<file path="src/rtl/nand_cycle_engine.sv">
module nand_cycle_engine #(
  parameter int CW = 8,
  parameter int DW = 8
) (
  input  logic          clk,
  input  logic          rst_n,
  input  logic          req_valid,
  input  logic [1:0]    req_kind,
  input  logic [DW-1:0] req_data,
  input  logic [CW-1:0] cfg_setup,
  input  logic [CW-1:0] cfg_pulse,
  input  logic [CW-1:0] cfg_hold,
  input  logic          wp_req,
  output logic          req_ready,
  output logic          done,
  output logic [DW-1:0] rd_data,
  output logic          busy,
  output logic          nand_ce_n,
  output logic          nand_cle,
  output logic          nand_ale,
  output logic          nand_we_n,
  output logic          nand_re_n,
  output logic          nand_wp_n,
  output logic [DW-1:0] nand_io_out,
  output logic          nand_io_oe,
  input  logic [DW-1:0] nand_io_in,
  input  logic          nand_rb_n
);
  localparam logic [1:0] K_CMD = 2'd0;
  localparam logic [1:0] K_ADR = 2'd1;
  localparam logic [1:0] K_RD  = 2'd3;
  localparam logic [CW-1:0] MIN_T = CW'(2);

  typedef enum logic [1:0] {IDLE, SETUP, STROBE, HOLD} phase_t;

  phase_t        ph;
  logic [CW-1:0] cnt, len_p, len_h;
  logic [1:0]    kind;
  logic [DW-1:0] dat;
  logic [1:0]    rb_s;
  logic          wp_q;

  function automatic logic [CW-1:0] clamp(input logic [CW-1:0] v);
    return (v < MIN_T) ? MIN_T : v;
  endfunction

  always_ff @(posedge clk or negedge rst_n) begin
    if (!rst_n) begin
      ph      <= IDLE;
      cnt     <= '0;
      len_p   <= MIN_T;
      len_h   <= MIN_T;
      kind    <= K_CMD;
      dat     <= '0;
      rd_data <= '0;
    end else begin
      case (ph)
        IDLE: if (req_valid) begin
          ph    <= SETUP;
          cnt   <= clamp(cfg_setup) - CW'(1);
          len_p <= clamp(cfg_pulse);
          len_h <= clamp(cfg_hold);
          kind  <= req_kind;
          dat   <= req_data;
        end
        SETUP: if (cnt == '0) begin
          ph  <= STROBE;
          cnt <= len_p - CW'(1);
        end else cnt <= cnt - CW'(1);
        STROBE: if (cnt == '0) begin
          ph  <= HOLD;
          cnt <= len_h - CW'(1);
          if (kind == K_RD) rd_data <= nand_io_in;
        end else cnt <= cnt - CW'(1);
        default: if (cnt == '0) ph <= IDLE;
                 else cnt <= cnt - CW'(1);
      endcase
    end
  end

  always_ff @(posedge clk or negedge rst_n) begin
    if (!rst_n) begin
      rb_s <= 2'b11;
      wp_q <= 1'b0;
    end else begin
      rb_s <= {rb_s[0], nand_rb_n};
      wp_q <= ~wp_req;
    end
  end

  logic act, rd_k, strobe;
  assign act    = (ph != IDLE);
  assign rd_k   = (kind == K_RD);
  assign strobe = (ph == STROBE);

  assign req_ready   = ~act;
  assign done        = (ph == HOLD) && (cnt == '0);
  assign nand_ce_n   = ~act;
  assign nand_cle    = act && (kind == K_CMD);
  assign nand_ale    = act && (kind == K_ADR);
  assign nand_we_n   = ~(strobe && !rd_k);
  assign nand_re_n   = ~(strobe && rd_k);
  assign nand_io_oe  = ~(act && rd_k);
  assign nand_io_out = dat;
  assign busy        = ~rb_s[1];
  assign nand_wp_n   = wp_q;
endmodule


</file>
<file path="config.mk">
export PLATFORM = sky130hd
export DESIGN_NAME = nand_cycle_engine
export DESIGN_NICKNAME = d
export VERILOG_FILES = /design/src/rtl/nand_cycle_engine.sv
export SDC_FILE = /design/constraint.sdc
export NUM_CORES = 1
export LEC_CHECK = 0
export BUFFER_PORTS_ARGS = -buffer_cell sky130_fd_sc_hd__buf_4
export CORE_MARGIN = 2
export CORE_UTILIZATION = 55
export DETAILED_ROUTE_END_ITERATION = 16
export PLACE_DENSITY = 0.83
export SLEW_MARGIN = 5
export SYNTH_ARGS = -nofsm -noshare
export SYNTH_HDL_FRONTEND = slang
export SYNTH_SLANG_ARGS = --single-unit
</file>
<file path="constraint.sdc">
create_clock -name clk -period 6.7 [get_ports clk]
set_input_delay 2.01 -clock clk [delete_from_list [all_inputs] [get_ports clk]]
set_output_delay 2.01 -clock clk [all_outputs]
set_load 0.02 [all_outputs]
</file>
==> results.md, run 1 <==
* Status: completed
* GRT Total Usage at 0.232
* Share of layout cells above drive strength 1 at 0.363
* Antenna fix cells at 0
* Iter 0 DRT Violations at 217
* Worst path max stage delay at 0.47 ns
* Largest net degree at the start of global routing at 48
* Slew Limit Fails at 0
* CTS buffer count at 5
* Main flop type after synthesis: dfrtp_1
* Cells after Synth at 265
* Comb power frac at 0.496
* RSZ-0062 raised after global routing: false
* CTS Sinks at 47
* Final Cycle Share at 0.572
* Pre-CTS setup slack at 2.61 ns
* GPL Wtd Cong at 0.947
* Die boundary width at 74.6 microns
* Layout area overhead at 25.3%
* Area leader, netlist: dfrtp_1
* Finish-stage setup viols at 0
* Routed WL at 6100 microns
* Dpl cells at 395
* Worst-margin pin slew at 1.11 ns
* Hold buffers post-CTS at 0
* Fin Setup TNS at 0 ns
* Synth top area share at 0.393
* Fin cells at 403
* GRT overflow at 0
* Reg2reg setup slack at 4.08 ns
* Worst Path Required at 4.69 ns
* Net switching power at 592 uW
* CTS Root Cell: clkbuf_8
* Sw Ratio at 0.408
* Global-route wire length before repair at 9840 microns
* Vias per inst at 5.73
* Maxcap violations at 0
* NumNets Final at 392
* I/O Buffers at 72
* Yosys warnings at 0
* Internal at 858 uW
* Max IR drop VDD at 0.267 mV
* Synth Register Bits at 47
* Initial core utilization at 0.576
* Area occupied by multi-input gates at 1450 sq um
* EDFF count, synth at 0
* FP Rows at 25
* Peak Freq at 261 MHz
* Crit path kind: flip-flop to output port
* WL/cell at 15.1 microns
* Core box area at 4750 sq um
* Mean cell area of the mapped netlist at 10.3 sq um
* Synth unique cells at 50
* Mapped Nets at 322
* Total chip power at 1.45 mW
* TritonRoute pass-1 iters at 5
* Startpoint class of the critical path: flip-flop
* Worst Path Arrival at 1.83 ns
* CP Cell Sequence: inv_1 > ha_1 > or2_2 > buf_4
* CTS max path bufs at 2
* Critical path's slowest cell: dfrtp_1
* CTS tree: done
* Vias in the first global route at 2,157
* Pwr dens at 423 nW/um^2
* IO Pins at 73
* # resized after CTS at 0
* Static Leak at 1.54 nW
* Fillers at 355
* Asr flop ratio synth at 1.00
* Placed wire-length estimate at 4640 microns
* Via count at 2,308
* Worst-path clk slew at 0.09 ns
* FF+latch area at 1180 sq um
* Tmin final at 3.84 ns
* Clock share of power at 0.147
* Setup bufs post-CTS at 0
* Cell area after synthesis at 2740 sq um
* Initial antenna violation count at 0
* # DRC at 0
* Reg power frac at 0.357
* Crit. End Element: output port
* Final core occ at 0.722
* Die height at 74.6 microns
* Antenna Nets Post-Route at 0
* Most common cell in the netlist: dfrtp_1
* Synth top area cells: dfrtp_1 (39%), mux2_2 (12%), ha_1 (4.6%), dfstp_2 (3.8%), xnor2_1 (2.2%)
* Die Area at 5560 sq um
* Hold Fails Final Rpt at 0
* Top cells by count, synth: dfrtp_1 (43), mux2_2 (30), nand2_1 (16), nor2_1 (16), inv_1 (14)
* Max-slew headroom at 0.259
* Crit-path max FO at 16
* Post-synthesis sequential area ratio at 0.431
* Final Skew at 0.00766 ns
* Min-delay worst type: flip-flop to flip-flop
* Worst skew pair latency at 0.30 ns
* Worst Slack Setup Final at 2.86 ns
* Clock H-tree levels at 2
-- worst paths after layout --
| kind | to | cells after the start | start |
|---|---|---|---|
| max | nand_io_oe | 4 | ph[1]$_DFFE_PN0P_ |
| min | rb_s[1]$_DFF_PN1_ | 0 | rb_s[0]$_DFF_PN1_ |
| max reg2reg | len_h[2]$_DFFE_PN0P_ | 4 | ph[1]$_DFFE_PN0P_ |
| min reg2reg | rb_s[1]$_DFF_PN1_ | 0 | rb_s[0]$_DFF_PN1_ |
| max in group asynchronous | rd_data[1]$_DFFE_PN0P_ | 1 | rst_n |
| min in group asynchronous | cnt[2]$_DFFE_PN0P_ | 1 | rst_n |
-- state kept, by name (all words and copies together) (netlist names) --
| register | flops |
|---|---|
| cnt | 8 |
| kind | 2 |
| len_h | 8 |
| len_p | 8 |
| nand_io_out | 8 |
| nand_wp_n | 1 |
| ph | 2 |
| rb_s | 2 |
| rd_data | 8 |
-- cells in the final DEF, fill, tap and decap left out, drive strengths merged, types with 2 or more instances in the layout --
cell / netlist / final
a211oi: 4 / 4
a21boi: 2 / 2
a21oi: 11 / 11
a221o: 3 / 3
a31oi: 2 / 2
and3: 2 / 2
buf: 3 / 72
clkbuf: 6 / 5
dfrtp: 43 / 43
dfstp: 4 / 4
ha: 10 / 10
inv: 14 / 15
mux2: 30 / 30
mux2i: 2 / 2
nand2: 16 / 16
nand2b: 5 / 5
nand3: 3 / 3
nand3b: 2 / 2
nor2: 16 / 16
nor2b: 3 / 3
nor3: 13 / 13
nor3b: 4 / 4
nor4: 5 / 5
o21ai: 10 / 10
o22ai: 7 / 7
o2bb2ai: 3 / 3
o31ai: 5 / 5
o32ai: 2 / 2
or2: 2 / 2
or3: 4 / 4
or4: 4 / 4
xnor2: 7 / 7
xor2: 5 / 5
-- per-layer routing --
metal	global-route usage	share of wire	up-vias
li1	-	-	1118
met2	0.369	0.50	82
met4	0.0813	0.013	0
met1	0.313	0.44	1100
met5	0	0	-
met3	0.0515	0.050	8
-- logic make-up after synthesis --
kind of cell | after synthesis | synth area share
AND/OR/NAND/NOR | 83 | 0.166
adder cells (fa/ha/maj) | 10 | 0.0457
XOR/XNOR | 12 | 0.0384
AO/OA/AOI/OAI | 57 | 0.150
multiplexers | 32 | 0.131
flip-flops | 47 | 0.431
buffers and inverters | 24 | 0.0375
-- stage by stage --
step	hold slack, ns	cell area [sq um]
6_report	0.372	3430
3_3_place_gp	0.346	3320
4_1_cts	0.376	3430
3_5_place_dp	0.348	3320
2_1_floorplan	0.345	2740
5_1_grt	0.371	3430
-- power groups by stage --
| stage | clock network (mW) | registers, mW | logic [mW] |
|---|---|---|---|
| 5_1_grt | 0.229 | 0.532 | 0.793 |
| 3_5_place_dp | 0 | 0.521 | 0.714 |
| 6_report | 0.214 | 0.518 | 0.720 |
| 4_1_cts | 0.219 | 0.516 | 0.718 |
| 3_3_place_gp | 0 | 0.513 | 0.700 |
| 2_1_floorplan | 0 | 0.522 | 0.503 |
-- critical path, delay by kind of cell (launching register included) --
kind          cells  cell delay [ns]
fa+ha+maj         1             0.41
buf+inv           2             0.27
flops             1             0.47
simple gates      1             0.38
-- layout make-up --
| class | count | area share |
|---|---|---|
| Multi-Input combinational cell | 194 | 0.424 |
| Sequential cell | 47 | 0.344 |
| Tap cell | 67 | 0.0244 |
| Timing Repair Buffer | 72 | 0.158 |
| Inverter | 15 | 0.0164 |
| Clock inverter | 3 | 0.0135 |
| Clock buffer | 5 | 0.0201 |
Note: power is estimated with default switching activity, not from simulation.
==> run 2, diff against run 1 <==
--- a/config.mk
+++ b/config.mk
@@ -5,11 +5,12 @@
 export SDC_FILE = /design/constraint.sdc
 export NUM_CORES = 1
 export LEC_CHECK = 0
+export ABC_AREA = 1
 export BUFFER_PORTS_ARGS = -buffer_cell sky130_fd_sc_hd__buf_4
 export CORE_MARGIN = 2
-export CORE_UTILIZATION = 55
+export CORE_UTILIZATION = 47
 export DETAILED_ROUTE_END_ITERATION = 16
-export PLACE_DENSITY = 0.83
+export PLACE_DENSITY = 0.76
 export SLEW_MARGIN = 5
 export SYNTH_ARGS = -nofsm -noshare
 export SYNTH_HDL_FRONTEND = slang
==> constraint.sdc (replaced) <==
create_clock -name clk -period 3.3 [get_ports clk]
set_input_delay 0.99 -clock clk [delete_from_list [all_inputs] [get_ports clk]]
set_output_delay 0.99 -clock clk [all_outputs]
set_load 0.02 [all_outputs]
==> run 2 against run 1 <==
Against the previous run:
- worst hold slack worse by 0.013 ns
- synthesized cell count increased by 29%
- critical path type unchanged
- highest routed layer unchanged
- largest cell class unchanged
- final area decreased by 1.2%
- clock skew about the same
- sequential cell count stayed put
- critical path depth up 2
- first-iteration DRC count fell by 46%
- sequential share of layout area is 0.43 points higher
- setup slack worse by 2.4 ns
- total power is 86% higher
==> results.md, run 2 <==
* Routed WL at 6360 microns
* Commonest non-fill, non-tap cells in the layout: nand2_1 (98), buf_4 (73), dfrtp_1 (43)
* Worst-margin pin slew at 0.842 ns
* Startpoint class of the critical path: flip-flop
* EDFF count, synth at 0
* Reg-to-reg endpoint: len_p[0]$_DFFE_PN0P_
* Share of layout cells above drive strength 1 at 0.250
* Worst Path Required at 2.31 ns
* Asr flop ratio synth at 1.00
* Reg2reg setup slack at 0.97 ns
* Max-slew headroom at 0.435
* Clock H-tree levels at 2
* Top cells by count, synth: nand2_1 (98), dfrtp_1 (43), inv_1 (37)
* DP Area at 3300 sq um
* Crit path kind: flip-flop to output port
* Yosys warnings at 0
* Hold Fails Final Rpt at 0
* Min-delay worst type: flip-flop to flip-flop
* Worst Slack Setup Final at 0.464 ns
* Maxcap violations at 0
* R2r startpoint: ph[0]$_DFFE_PN0P_
* Fin Setup TNS at 0 ns
* Peak Freq at 353 MHz
* Tmin final at 2.84 ns
* Design area at 3390 sq um
* Commonest non-fill, non-tap cell in the layout: nand2_1
* Worst hold slack at 0.359 ns
* Worst Path Arrival at 1.85 ns
* Clock share of power at 0.129
* Final core occ at 0.612
* Pwr dens at 797 nW/um^2
* WL/cell at 13.0 microns
* Post-synthesis sequential area ratio at 0.438
* Main flop type after synthesis: dfrtp_1
* Comb power frac at 0.502
* Synth top area share at 0.399
* Synth Register Bits at 47
* Hold endpoint: rb_s[1]$_DFF_PN1_
* Crit. End Element: output port
* Most common cell in the netlist: nand2_1
* FF-to-FF path depth at 6
* Hold buffers post-CTS at 0
* Die boundary width at 79.8 microns
* # resized after CTS at 0
* Antenna fix cells at 0
* Layout area overhead at 25.6%
* Internal at 1.51 mW
* CTS max path bufs at 2
* # DRC at 0
* Largest net degree at the start of global routing at 48
* I/O Buffers at 72
* Slew Limit Fails at 0
* Cells after Synth at 343
* CTS Root Cell: clkbuf_8
* Global-route wire length before repair at 11,100 microns
* Die Area at 6360 sq um
* Dpl cells at 480
* Mean cell area of the mapped netlist at 7.86 sq um
* GRT Total Usage at 0.218
* Initial core utilization at 0.487
* Total chip power at 2.70 mW
* Vias in the first global route at 2,596
* Core box area at 5540 sq um
* Static Leak at 1.68 nW
* Via count at 2,530
* Synth top area cells: dfrtp_1 (40%), nand2_1 (14%), inv_1 (5.1%), ha_1 (4.6%), nand3_1 (4.1%)
* CTS Sinks at 47
* Worst skew pair latency at 0.30 ns
* Placed wire-length estimate at 4810 microns
* GRT overflow at 0
* NumNets Final at 472
* Area leader, netlist: dfrtp_1
* Antenna Nets Post-Route at 0
* TritonRoute pass-1 iters at 4
* RSZ-0062 raised after global routing: false
* Iter 0 DRT Violations at 117
* HP Start: rb_s[0]$_DFF_PN1_
* Mapped Nets at 400
* Final Skew at 0.00770 ns
* Synth unique cells at 34
* Hold Path Stages at 0
* Crit-path max FO at 9
* Cell area after synthesis at 2700 sq um
* Worst-path clk slew at 0.09 ns
* Vias per inst at 5.18
* Net switching power at 1.19 mW
* Fin cells at 488
* Setup bufs post-CTS at 0
* FP Rows at 27
* Max IR drop VDD at 0.466 mV
* CTS buffer count at 5
* Final Cycle Share at 0.860
* Status: completed
* Finish-stage setup viols at 0
* IO Pins at 73
* Reg power frac at 0.369
* Sw Ratio at 0.441
* Initial antenna violation count at 0
* Pre-CTS setup slack at 0.704 ns
* CTS tree: done
* Die height at 79.8 microns
* GPL Wtd Cong at 0.851
[run 2: power groups by stage]
| stage | registers, mW | clock network [mW] | logic, mW |
|---|---|---|---|
| 3_3_place_gp | 0.999 | 0 | 1.31 |
| 4_1_cts | 0.995 | 0.358 | 1.36 |
| 5_1_grt | 1.03 | 0.387 | 1.54 |
| 2_1_floorplan | 1.04 | 0 | 0.883 |
| 6_report | 0.998 | 0.347 | 1.36 |
| 3_5_place_dp | 1.00 | 0 | 1.35 |
[run 2: area by class of cell]
| class | instances | area (sq um) |
|---|---|---|
| timing repair buffer | 73 | 548 |
| sequential | 47 | 1180 |
| clock buffer | 5 | 68.8 |
| tap | 72 | 90.1 |
| inverter | 40 | 153 |
| clock inverter | 3 | 20.0 |
| fill | 538 | 2150 |
| multi-input combinational | 248 | 1330 |
[run 2: how the worst max path moves through the flow]
stage | startpoint | to
CTS | ph[0]$_DFFE_PN0P_ | nand_re_n
global route | ph[0]$_DFFE_PN0P_ | nand_re_n
detailed placement | cfg_setup[5] | cnt[6]$_DFFE_PN0P_
finish | ph[0]$_DFFE_PN0P_ | nand_re_n
global placement | cfg_setup[5] | cnt[4]$_DFFE_PN0P_
floorplan | ph[0]$_DFFE_PN0P_ | nand_ale
[run 2: routing by layer]
layer  global-route usage  wire length (microns)  share of wire  vias to the layer above
li1                     -                      -              -                     1255
met1                0.278                   2720           0.43                     1182
met2                0.363                   3090           0.48                       79
met3               0.0566                    459          0.072                       14
met4               0.0729                    102          0.016                        0
met5                    0                      0              0                        -
[run 2: worst max-delay path: stages, from the launching register on]
cell	delay, ns
dfrtp_1	0.43
inv_1	0.12
ha_1	0.40
inv_1	0.17
nor2_1	0.21
inv_1	0.06
buf_4	0.16
[run 2: logic make-up (layout without fill, tap and decap cells)]
family,Yosys count,count (layout),synth area share
flops,47,47,0.438
fa+ha+maj,10,10,0.0464
xor+xnor,12,12,0.0390
simple gates,172,172,0.278
mux,8,8,0.0334
compound gates,46,46,0.0951
buf+inv,48,121,0.0700
